### config.mk
export PLATFORM = sky130hd
export DESIGN_NAME = loop_burst_seq
export DESIGN_NICKNAME = d
export VERILOG_FILES = /design/src/rtl/loop_pkg.sv /design/src/rtl/loop_rx_deser.sv /design/src/rtl/loop_tx_hold.sv /design/src/rtl/loop_tx_ser.sv /design/src/rtl/loop_burst_seq.sv
export SDC_FILE = /design/constraint.sdc
export NUM_CORES = 1
export LEC_CHECK = 0
export CAP_MARGIN = 20
export CORE_MARGIN = 2
export CORE_UTILIZATION = 43
export CTS_CLUSTER_SIZE = 14
export DETAILED_ROUTE_END_ITERATION = 7
export GPL_TIMING_DRIVEN = 0
export PLACE_DENSITY = 0.67
export SLEW_MARGIN = 15
export SYNTH_ARGS = -nofsm -noshare
export SYNTH_HDL_FRONTEND = slang
export SYNTH_SLANG_ARGS = --single-unit
### constraint.sdc
create_clock -name clk -period 1.45 [get_ports clk]
set_input_delay 0.29 -clock clk [delete_from_list [all_inputs] [get_ports clk]]
set_output_delay 0.29 -clock clk [all_outputs]
set_load 0.02 [all_outputs]
### src/rtl/loop_pkg.sv
package loop_pkg;
  typedef enum logic {
    TX_IDLE = 1'b0,
    TX_SEND = 1'b1
  } tx_state_e;
endpackage

### src/rtl/loop_rx_deser.sv
module loop_rx_deser #(
  parameter int WORD_W = 10
) (
  input  logic              clk,
  input  logic              rst_n,
  input  logic              bit_valid_i,
  input  logic              bit_i,
  input  logic              abort_i,
  output logic [WORD_W-1:0] word_o,
  output logic              done_o
);
  localparam int CW = $clog2(WORD_W + 1);
  localparam logic [CW-1:0] LAST = CW'(WORD_W - 1);

  logic [CW-1:0]     cnt_q;
  logic [WORD_W-1:0] sh_q;
  logic [WORD_W-1:0] word_q;
  logic              done_q;

  always_ff @(posedge clk) begin
    if (!rst_n) begin
      cnt_q  <= '0;
      sh_q   <= '0;
      word_q <= '0;
      done_q <= 1'b0;
    end else begin
      done_q <= 1'b0;
      if (abort_i) begin
        cnt_q <= '0;
      end else if (bit_valid_i) begin
        sh_q <= {sh_q[WORD_W-2:0], bit_i};
        if (cnt_q == LAST) begin
          word_q <= {sh_q[WORD_W-2:0], bit_i};
          done_q <= 1'b1;
          cnt_q  <= '0;
        end else begin
          cnt_q <= cnt_q + 1'b1;
        end
      end
    end
  end

  assign word_o = word_q;
  assign done_o = done_q;

  // an abort never yields a completion in the following cycle
  assert_abort_no_done_R3: assert property (@(posedge clk) disable iff (!rst_n)
    abort_i |=> !done_o);
  // completion is a single-cycle pulse
  assert_done_pulse_R2: assert property (@(posedge clk) disable iff (!rst_n)
    done_o |=> !done_o);
endmodule

### src/rtl/loop_tx_hold.sv
module loop_tx_hold #(
  parameter int WORD_W = 10
) (
  input  logic              clk,
  input  logic              rst_n,
  input  logic              in_valid,
  output logic              in_ready,
  input  logic [WORD_W-1:0] in_word,
  input  logic              launch_i,
  input  logic              loopback_i,
  input  logic [WORD_W-1:0] rx_word_i,
  output logic [WORD_W-1:0] word_o
);
  logic              full_q;
  logic [WORD_W-1:0] hold_q;
  logic              take;
  logic              use_hold;

  assign take     = in_valid && !full_q;
  assign use_hold = launch_i && !loopback_i && full_q;

  always_ff @(posedge clk) begin
    if (!rst_n) begin
      full_q <= 1'b0;
      hold_q <= '0;
    end else begin
      if (take) begin
        full_q <= 1'b1;
        hold_q <= in_word;
      end else if (use_hold) begin
        full_q <= 1'b0;
      end
    end
  end

  always_comb begin
    if (loopback_i)  word_o = rx_word_i;
    else if (full_q) word_o = hold_q;
    else             word_o = '0;
  end

  assign in_ready = !full_q;

  // an accepted word closes the stage on the next cycle
  assert_full_after_accept_R6: assert property (@(posedge clk) disable iff (!rst_n)
    (in_valid && in_ready) |=> !in_ready);
  // a loopback reply leaves a held codec word in place
  assert_keep_in_loopback_R8: assert property (@(posedge clk) disable iff (!rst_n)
    (launch_i && loopback_i && !in_ready) |=> !in_ready);
endmodule

### src/rtl/loop_tx_ser.sv
module loop_tx_ser
  import loop_pkg::*;
#(
  parameter int WORD_W        = 10,
  parameter int TICKS_PER_BIT = 16
) (
  input  logic              clk,
  input  logic              rst_n,
  input  logic              launch_i,
  input  logic [WORD_W-1:0] word_i,
  output logic              busy_o,
  output logic              line_o
);
  localparam int TW = $clog2(TICKS_PER_BIT);
  localparam int IW = $clog2(WORD_W);
  localparam logic [TW-1:0] LAST_TICK = TW'(TICKS_PER_BIT - 1);
  localparam logic [IW-1:0] LAST_BIT  = IW'(WORD_W - 1);

  tx_state_e         state_q;
  logic [TW-1:0]     tick_q;
  logic [IW-1:0]     idx_q;
  logic [WORD_W-1:0] sh_q;

  always_ff @(posedge clk) begin
    if (!rst_n) begin
      state_q <= TX_IDLE;
      tick_q  <= '0;
      idx_q   <= '0;
      sh_q    <= '0;
    end else begin
      case (state_q)
        TX_IDLE: begin
          if (launch_i) begin
            state_q <= TX_SEND;
            sh_q    <= word_i;
            tick_q  <= '0;
            idx_q   <= '0;
          end
        end
        default: begin
          if (tick_q == LAST_TICK) begin
            tick_q <= '0;
            if (idx_q == LAST_BIT) begin
              state_q <= TX_IDLE;
            end else begin
              idx_q <= idx_q + 1'b1;
              sh_q  <= {sh_q[WORD_W-2:0], 1'b0};
            end
          end else begin
            tick_q <= tick_q + 1'b1;
          end
        end
      endcase
    end
  end

  assign busy_o = (state_q == TX_SEND);
  assign line_o = busy_o & sh_q[WORD_W-1];

  // a transmission only begins on a launch request
  assert_start_on_launch_R4: assert property (@(posedge clk) disable iff (!rst_n)
    $rose(busy_o) |-> $past(launch_i));
  // no early end before the final tick of the final bit
  assert_full_length_R4: assert property (@(posedge clk) disable iff (!rst_n)
    (busy_o && !(tick_q == LAST_TICK && idx_q == LAST_BIT)) |=> busy_o);
  // the line bit holds steady inside one bit period
  assert_bit_hold_R5: assert property (@(posedge clk) disable iff (!rst_n)
    (busy_o && $past(busy_o) && tick_q != '0) |-> $stable(line_o));
endmodule

### src/rtl/loop_burst_seq.sv
module loop_burst_seq #(
  parameter int VOICE_W       = 8,
  parameter int SIG_W         = 2,
  parameter int TICKS_PER_BIT = 16
) (
  input  logic               clk,
  input  logic               rst_n,
  input  logic               loopback,
  input  logic               rx_bit_valid,
  input  logic               rx_bit,
  input  logic               rx_abort,
  input  logic               codec_valid,
  output logic               codec_ready,
  input  logic [VOICE_W-1:0] codec_voice,
  input  logic [SIG_W-1:0]   codec_sig,
  output logic               rx_word_valid,
  output logic [VOICE_W-1:0] rx_voice,
  output logic [SIG_W-1:0]   rx_sig,
  output logic               burst_done,
  output logic               mod_en,
  output logic               line_bit
);
  localparam int WORD_W = VOICE_W + SIG_W;

  logic [WORD_W-1:0] rx_word;
  logic [WORD_W-1:0] tx_word;
  logic              done;
  logic              busy;
  logic              launch;

  loop_rx_deser #(.WORD_W(WORD_W)) u_rx (
    .clk         (clk),
    .rst_n       (rst_n),
    .bit_valid_i (rx_bit_valid),
    .bit_i       (rx_bit),
    .abort_i     (rx_abort),
    .word_o      (rx_word),
    .done_o      (done)
  );

  assign launch = done && !busy;

  loop_tx_hold #(.WORD_W(WORD_W)) u_hold (
    .clk        (clk),
    .rst_n      (rst_n),
    .in_valid   (codec_valid),
    .in_ready   (codec_ready),
    .in_word    ({codec_voice, codec_sig}),
    .launch_i   (launch),
    .loopback_i (loopback),
    .rx_word_i  (rx_word),
    .word_o     (tx_word)
  );

  loop_tx_ser #(.WORD_W(WORD_W), .TICKS_PER_BIT(TICKS_PER_BIT)) u_tx (
    .clk      (clk),
    .rst_n    (rst_n),
    .launch_i (launch),
    .word_i   (tx_word),
    .busy_o   (busy),
    .line_o   (line_bit)
  );

  assign rx_word_valid = done;
  assign burst_done    = done;
  assign rx_voice      = rx_word[WORD_W-1:SIG_W];
  assign rx_sig        = rx_word[SIG_W-1:0];
  assign mod_en        = busy;

  // the reply starts right after the end of a master burst
  assert_mod_after_done_R4: assert property (@(posedge clk) disable iff (!rst_n)
    $rose(mod_en) |-> $past(burst_done));
  // the line rests at idle whenever the modulator is off
  assert_idle_line_R5: assert property (@(posedge clk) disable iff (!rst_n)
    !mod_en |-> !line_bit);
endmodule

=== Word-level counts from Yosys, hierarchy flattened ===
Cells that the tools add are included.
Widths: inputs -> output; s select.

* Flip-flop bits (word level): 54
* Input bits: 17
* Logic and storage cells: 56

* Add/subtract/negate cells: 3
* Eq/ne operators: 5
* Multiplexer cells: 20
* Bitwise logic cells: 4
* Reduce and logical (&&, ||, !) cells: 14

{| class="wikitable"
|+ Operators by type and width
! kind !! count
|-
| $mux 10 || 6
|-
| $mux 4 || 7
|-
| $add 4x1->4 const B || 3
|-
| $eq 4x4->1 const B || 3
|-
| $mux 1 || 7
|-
| $reduce_and 3->1 || 2
|-
| $logic_and 1x1->1 || 4
|-
| $ne 2x2->1 const B || 2
|-
| $reduce_bool 2->1 || 2
|-
| $logic_not 1->1 || 3
|-
| $not 1->1 || 3
|-
| $reduce_or 3->1 || 1
|-
| $reduce_and 2->1 || 1
|-
| $reduce_or 2->1 || 1
|-
| $and 1x1->1 || 1
|}

=== Longest topological paths before layout ===
Gate-level depths: netlist of the first run.

* Word-level depth: 6
* Depth in mapped cells: 6
* Gate-level depth less buffers: 5

=== Hierarchy ===
A second synthesis of the first run with hierarchy kept.

* Cells, all modules: 302
* Area total of the unflattened synthesis: 2576.2 um^2

{| class="wikitable"
|+ Modules (own cells, without submodules)
! module !! instances !! cells an instance !! area an instance (um^2)
|-
| loop_tx_ser || 1 || 110 || 988.4
|-
| loop_rx_deser || 1 || 108 || 982.2
|-
| loop_tx_hold || 1 || 82 || 584.3
|-
| loop_burst_seq || 1 || 2 || 21.3
|}

=== Least setup slack after synthesis of the first run ===
OpenSTA, ideal clock, no wires.

* Path type: register -> register
* From: register u_tx.tick_q[0]
* To: register u_tx.sh_q[1]
* Arrival: 1.400 ns
* Slack: -0.022 ns
* Cell stages (with the launch flop): 6
* Period minus slack after synthesis: 1.472 ns
* Path through: dfxtp_1 -> ha_1 -> nand4_1 -> o21ai_1 -> buf_4 -> mux2i_1

* Longest elaborated chain between the ends: 3

{| class="wikitable"
|+ RTL lines
! item !! RTL line !! text
|-
| start: declaration || loop_tx_ser.sv:20 || <nowiki>logic [TW-1:0] tick_q;</nowiki>
|-
| start signal: assignment || loop_tx_ser.sv:50 || <nowiki>tick_q <= tick_q + 1'b1;</nowiki>
|-
| $eq 4x4->1 || loop_tx_ser.sv:41 || <nowiki>if (tick_q == LAST_TICK) begin</nowiki>
|-
| $ne 2x2->1 (no source line) || n/a ||
|-
| $reduce_and 3->1 (no source line) || n/a ||
|-
| end signal: assignment || loop_tx_ser.sv:35 || <nowiki>sh_q <= word_i;</nowiki>
|-
| end signal: assignment || loop_tx_ser.sv:47 || <nowiki>sh_q <= {sh_q[WORD_W-2:0], 1'b0};</nowiki>
|-
| end: declaration || loop_tx_ser.sv:22 || <nowiki>logic [WORD_W-1:0] sh_q;</nowiki>
|}

Every way passes these cells.
A chain may end at the register's enable or synchronous reset.

=== Worst setup path after layout of the first run ===
* From: register u_tx.state_q (netlist: u_tx.busy_o)
* To: register u_tx.idx_q[2]

* Longest elaborated chain between the ends: 4
* Elaborated cells between the ends (all ways): 7
* Those cells by class: eq/ne: 2; mux: 1; reduce/logical: 4

{| class="wikitable"
|+ RTL lines
! item !! RTL line !! text
|-
| start: declaration || loop_tx_ser.sv:19 || <nowiki>tx_state_e state_q;</nowiki>
|-
| start signal: assignment || loop_tx_ser.sv:26 || <nowiki>state_q <= TX_IDLE;</nowiki>
|-
| start signal: assignment || loop_tx_ser.sv:34 || <nowiki>state_q <= TX_SEND;</nowiki>
|-
| start signal: assignment || loop_tx_ser.sv:44 || <nowiki>state_q <= TX_IDLE;</nowiki>
|-
| $logic_not 1->1 || loop_burst_seq.sv:41 || <nowiki>assign launch = done && !busy;</nowiki>
|-
| $logic_and 1x1->1 || loop_burst_seq.sv:41 ||
|-
| $reduce_bool 2->1 (no source line) || n/a ||
|-
| $reduce_and 3->1 (no source line) || n/a ||
|-
| end signal: assignment || loop_tx_ser.sv:46 || <nowiki>idx_q <= idx_q + 1'b1;</nowiki>
|-
| end: declaration || loop_tx_ser.sv:21 || <nowiki>logic [IW-1:0] idx_q;</nowiki>
|}

Several ways; a longest one is shown, not always the timed one.

==> results.py, run 1 <==
metrics = {
    "critical_path": {
        "end_kind": "flip-flop",
        "critPathTopFamily": "simple AND/OR/NAND/NOR gates",
        "crit_buf_inv": 3,
        "cp_slowest_cell": "or4_1",
        "worstPathRequired_ns": 1.68,
        "cp_max_fo": 10,
        "crit_chain": "buf_8 > buf_4 > inv_4 > or4_1 > a31oi_1",
        "r2r_cells": 5,
        "cp.depth": 5,
        "crit_path_max_incr_delay_ns": 0.51,
        "arrival_ns": 1.71,
        "crit_type": "reg2reg",
        "worst_setup_path_start_kind": "flip-flop",
    },
    "clock_tree": {
        "cts-buffers-inserted": 5,
        "cts_tree": "yes",
        "htreeDepth": 2,
        "insertion_delay_ns": 0.31,
        "clockBufferDepth": 2,
        "clock-sinks": 54,
        "clockRootBuffer": "clkbuf_8",
        "clk_pin_slew_ns": 0.10,
    },
    "power_and_ir_drop": {
        "switching_power_uw": 617,
        "pwr-share-clk_pct": 42.1,
        "p_seq_share_pct": 51.7,
        "p_int_mw": 2.31,
        "p_sw_share_pct": 21.1,
        "p_comb_share_pct": 6.2,
        "ir_worst_vdd_mv": 0.585,
        "p_per_area_nw_per_um2": 915,
        "p_leak_nw": 1.26,
    },
    "yosys": {
        "ys.flop_type": "dfxtp_1",
        "avgSynthCellArea_um2": 8.46,
        "ys_types": 35,
        "synth.most_common_cell": "nand2_1",
        "yosys_warnings": 0,
        "syn_inst": 285,
        "synth_commonest_cells": "76 x nand2_1, 54 x dfxtp_1, 28 x a21oi_1",
        "synth-edff-count": 0,
        "synth_top_area_share_pct": 44.8,
        "syn_area_um2": 2410,
        "synth_largest_area_cell": "dfxtp_1",
        "postSynth.asyncResetShare_pct": 0,
        "synth_seq_cells": 54,
        "syn_nets": 305,
        "synth_area_leaders": "dfxtp_1 45%, nand2_1 12%, mux2i_1 8.3%",
        "synth.yosys.seq_area_share_pct": 44.8,
    },
    "global_route": {
        "use_met2_pct": 30.6,
        "grt_pass1_wl_mm": 9.45,
        "first_global_vias": 1978,
        "busiest_layer": "met2",
        "met1_usage_pct": 26.0,
        "grt_use_met3_pct": 3.18,
        "grt_start_max_net_pins": 17,
        "grt.total_usage_pct": 19.1,
        "antenna_found_initial": 0,
        "overflow": 0,
    },
    "place": {
        "hpwl_mm": 3.86,
        "pre_cts_ws_ns": -0.418,
        "gp_congestion": 0.789,
        "io_buffer_count": 30,
    },
    "sta": {
        "fin_worst_skew_ns": 0.00797,
        "finalCriticalPeriod_ns": 1.47,
        "setup_viol": 6,
        "setup_tns_ns": -0.0615,
        "timing.fmax_mhz": 678,
        "post-route-period-util_pct": 102,
        "max_slew.worst_pin.slew_ns": 0.522,
        "maxSlewViolCount": 0,
        "grt_setup_unrepaired": "true",
        "timing_hold_violations_final": 0,
        "slew_headroom_pct": 65.2,
        "setup_slack_ns": -0.0244,
    },
    "floorplanning": {
        "fp-row-count": 27,
        "die_height_um": 78.9,
        "die-area_um2": 6230,
        "initial_core_util_pct": 44.1,
        "core_area_um2": 5470,
        "io_pins": 32,
        "fp.dieW_um": 78.9,
    },
    "cells_and_area": {
        "nets": 359,
        "fin_util_pct": 58.5,
        "antenna_cells": 0,
        "areaGrowthSynthToFinish_pct": 32.6,
        "drive_gt1_share_pct": 15.6,
    },
    "detailed_routing": {
        "vias_per_cell": 5.31,
        "vias": 2186,
        "dr.pass1.iters": 4,
        "wl_per_cell_um": 14.5,
        "route.detailed.drc": 0,
        "drt_iter0_drc": 119,
        "postRouteAntennaNets": 0,
        "wl_mm": 5.98,
    },
    "min_path": {
        "min_delay_path_depth": 3,
        "hold_class": "in2reg",
    },
    "outcome": {
        "violations": "setup timing",
        "status": "complete, but fails checks",
    },
    "run": {
        "max_cap_violations": 0,
    },
}
[final cells by class]
type | instances | area, um^2
fillers | 525 | 2270
multi-input cells | 207 | 1300
flip-flops and latches | 54 | 1100
repair buffers | 47 | 423
plain buffers | 20 | 124
well taps | 72 | 90.1
clock buffers | 6 | 82.6
clock inverters | 2 | 60.1
inverters | 4 | 17.5
[power groups by stage]
stage | logic, mW | clock network [mW] | registers, mW
after floorplan | 0.0986 | 0 | 1.55
after global placement | 0.175 | 0 | 1.55
after detailed placement | 0.176 | 0 | 1.55
after CTS | 0.182 | 1.26 | 1.52
after global routing | 0.202 | 1.33 | 1.52
final | 0.181 | 1.23 | 1.51
[tightest hold or removal path, delay by kind of cell]
| family | cells | cell delay [ns] |
|---|---|---|
| xor gates and xnor gates | 1 | 0.09 |
| buffers and inverters | 1 | 0.21 |
| and+or+nand+nor | 1 | 0.07 |
[sequential cells by signal, summed over array words and instances, names as in the netlist]
name / cells
u_tx.tick_q: 4
u_tx.busy_o: 1
u_tx.idx_q: 4
u_rx.cnt_q: 4
u_rx.word_o: 10
u_tx.sh_q: 10
u_rx.sh_q: 9
u_rx.done_o: 1
u_hold.full_q: 1
u_hold.hold_q: 10
[cell families (layout without fill, tap and decap cells)]
logic type | count (synthesis) | count (layout) | synth area share, %
DFF | 54 | 54 | 44.8
and+or+nand+nor | 123 | 123 | 25.1
AOI/OAI and AO/OA | 59 | 59 | 15.3
adders and majority gates | 3 | 3 | 1.56
xor gates and xnor gates | 2 | 2 | 0.726
buffers and inverters | 24 | 79 | 4.20
muxes | 20 | 20 | 8.30
[stage by stage]
stage          area [um^2]  total power [mW]  cells  hold slack (ns)
3_5_place_dp          2810              1.73    387            0.444
2_1_floorplan         2420              1.65    285            0.426
3_3_place_gp          2810              1.73    387            0.439
4_1_cts               3050              2.96    401            0.438
5_1_grt               3200              3.05    412            0.467
6_report              3200              2.93    412            0.385
[routing by layer]
| metal | vias up | part of all wire [%] |
|---|---|---|
| met2 | 51 | 48 |
| met4 | 0 | 1.5 |
| li1 | 1095 | - |
| met5 | - | 0 |
| met1 | 1031 | 47 |
| met3 | 9 | 3.6 |
[cells in the final DEF (no fill, tap or decap), types with 5 or more instances in the layout]
cell type / synthesis / final
nor2b_1: 5 / 5
nand2_1: 76 / 75
clkdlybuf4s50_1: 0 / 14
buf_4: 2 / 15
and3b_1: 9 / 9
nor2_1: 6 / 6
a21o_1: 10 / 10
dfxtp_1: 54 / 47
clkbuf_1: 15 / 13
o221ai_1: 9 / 9
o21ai_0: 5 / 5
dfxtp_4: 0 / 5
a21oi_1: 28 / 27
clkbuf_8: 0 / 7
nand2b_1: 5 / 5
buf_6: 0 / 5
mux2i_1: 20 / 20
dlygate4sd2_1: 0 / 12
[repair_timing]
| item | 4_1_cts | 5_1_grt |
|---|---|---|
| gates resized for setup | 47 | 24 |
| pin swaps | 4 | 6 |
| cloned | 1 | 1 |
| setup endpoints to repair | 38 | 31 |
| hold buffers | 0 | 0 |
| setup buffers | 5 | 11 |
[final timing paths]
kind / from / to / slack, ns
max: u_tx.busy_o / u_tx.idx_q[2] / -0.02
min: rx_bit_valid / u_rx.cnt_q[0] / 0.39
max reg2reg: u_tx.busy_o / u_tx.idx_q[2] / -0.02
min reg2reg: u_hold.hold_q[9] / u_hold.hold_q[9] / 0.46
Power figures use the tool's default switching activity.
==> run 2: changes to the inputs <==
--- a/config.mk
+++ b/config.mk
@@ -5,7 +5,9 @@
 export SDC_FILE = /design/constraint.sdc
 export NUM_CORES = 1
 export LEC_CHECK = 0
+export ABC_CLOCK_PERIOD_IN_PS = 1450
 export CAP_MARGIN = 20
+export CORE_ASPECT_RATIO = 1.5
 export CORE_MARGIN = 2
 export CORE_UTILIZATION = 43
 export CTS_CLUSTER_SIZE = 14
==> results.py, run 2 (synthesis results as in run 1) <==
metrics = {
    "outcome": {
        "status": "finished clean",
    },
    "place": {
        "pre_cts_ws_ns": -0.473,
        "io_buffer_count": 30,
        "place_inst": 385,
        "hpwl_mm": 4.13,
        "gp_congestion": 0.783,
    },
    "critical_path": {
        "worstPathRequired_ns": 1.68,
        "critPathLaunch": "u_tx.tick_q[1]",
        "crit_path_max_incr_delay_ns": 0.38,
        "end_kind": "flip-flop",
        "arrival_ns": 1.67,
        "r2r-start": "u_tx.tick_q[1]",
        "crit_buf_inv": 1,
        "worst_setup_path_start_kind": "flip-flop",
        "crit_chain": "ha_4 > nand4_1 > buf_4 > or3_1 > a21oi_1",
        "crit_type": "reg2reg",
        "cp_slowest_cell": "or3_1",
        "cp_max_fo": 5,
        "critPathTopFamily": "simple AND/OR/NAND/NOR gates",
    },
    "power_and_ir_drop": {
        "p_leak_nw": 1.25,
        "ir_worst_vdd_mv": 0.711,
        "p_per_area_nw_per_um2": 864,
    },
    "detailed_routing": {
        "route.detailed.drc": 0,
        "postRouteAntennaNets": 0,
        "wl_mm": 5.98,
        "vias": 2147,
        "drt_iter0_drc": 101,
        "wl_per_cell_um": 14.7,
        "dr.pass1.iters": 5,
        "vias_per_cell": 5.26,
    },
    "floorplanning": {
        "die-area_um2": 6240,
        "io_pins": 32,
        "die_height_um": 95.7,
        "fp.dieW_um": 65.2,
        "fp-row-count": 33,
        "initial_core_util_pct": 44.3,
        "core_area_um2": 5450,
    },
    "clock_tree": {
        "clk_pin_slew_ns": 0.10,
        "htreeDepth": 2,
        "insertion_delay_ns": 0.30,
        "cts_hold_buf": 0,
        "cts_tree": "yes",
        "clockRootBuffer": "clkbuf_8",
        "cts-buffers-inserted": 5,
        "clockBufferDepth": 2,
        "clock-sinks": 54,
    },
    "global_route": {
        "grt.total_usage_pct": 20.0,
        "met1_usage_pct": 22.5,
        "antenna_found_initial": 0,
        "busiest_layer": "met2",
        "overflow": 0,
        "first_global_vias": 2036,
        "grt_pass1_wl_mm": 9.46,
        "grt_use_met3_pct": 3.51,
        "grt_start_max_net_pins": 16,
        "use_met2_pct": 36.9,
    },
    "cells_and_area": {
        "drive_gt1_share_pct": 15.1,
        "nets": 358,
        "antenna_cells": 0,
        "fin_cells": 408,
        "final_common_cell": "nand2_1",
        "seq_area_um2": 1100,
        "multi_input_area_um2": 1300,
        "layout_common_cells": "75 x nand2_1, 47 x dfxtp_1, 28 x a21oi_1, 20 x mux2i_1, 15 x buf_4",
        "areaGrowthSynthToFinish_pct": 30.9,
        "fill_cells": 507,
        "fin_util_pct": 57.9,
    },
    "sta": {
        "setup_viol": 0,
        "holdWs_ns": 0.389,
        "fin_worst_skew_ns": 0.00709,
        "timing_hold_violations_final": 0,
        "grt_setup_unrepaired": "true",
        "slew_headroom_pct": 65.4,
        "finalCriticalPeriod_ns": 1.44,
        "max_slew.worst_pin.slew_ns": 0.519,
        "post-route-period-util_pct": 99.1,
        "timing.fmax_mhz": 696,
        "setup_slack_ns": 0.0124,
        "setup_tns_ns": 0,
        "maxSlewViolCount": 0,
    },
    "run": {
        "max_cap_violations": 0,
    },
    "min_path": {
        "hold_class": "in2reg",
        "hp-start": "rx_bit_valid",
    },
}
-- run 2: worst paths after layout --
kind / to / slack [ns] / depth (start not counted)
hold / removal: u_rx.cnt_q[0] / 0.39 / 3
setup reg to reg: u_tx.idx_q[1] / 0.01 / 5
hold reg to reg: u_hold.hold_q[9] / 0.46 / 2
setup / recovery: u_tx.idx_q[1] / 0.01 / 5
-- run 2: worst register-to-register path: cells and delay by family, from the launching register on --
family | cells | cell delay [ns]
buffers and inverters | 1 | 0.18
flip-flops | 1 | 0.37
AND/OR/NAND/NOR | 2 | 0.49
AO/OA/AOI/OAI | 1 | 0.16
adder cells (fa/ha/maj) | 1 | 0.16
-- run 2: what timing repair did --
action | 4_1_cts | 5_1_grt
endpoints found under the hold margin | 0 | 0
cloned | 1 | 1
gates resized for setup | 45 | 22
setup buffers | 6 | 9
endpoints found under the setup margin | 38 | 25
pin swaps | 2 | 7
-- run 2: power breakdown --
| part | internal, mW | total [mW] | switching (mW) |
|---|---|---|---|
| clock network | 0.553 | 1.03 | 0.472 |
| registers | 1.50 | 1.51 | 0.0151 |
| logic | 0.0812 | 0.188 | 0.106 |
| total | 2.13 | 2.73 | 0.594 |
-- run 2: metal layers --
layer	part of all wire (%)	routed length, um
met1	41	2450
met2	54	3230
met3	2.5	151
met4	2.4	143
met5	0	0
-- run 2: layout make-up --
cell class | count | area share, %
Sequential cell | 54 | 34.8
Clock inverter | 1 | 0.951
Tap cell | 70 | 2.77
Multi-Input combinational cell | 207 | 41.3
Inverter | 4 | 0.476
Timing Repair Buffer | 47 | 13.7
Clock buffer | 6 | 2.62
Buffer | 19 | 3.49
-- run 2: metrics by stage --
step	area, um^2	power [mW]
finish	3160	2.73
global route	3160	2.85
CTS	3020	2.75
detailed placement	2800	1.73
global placement	2800	1.73
floorplan	2420	1.65
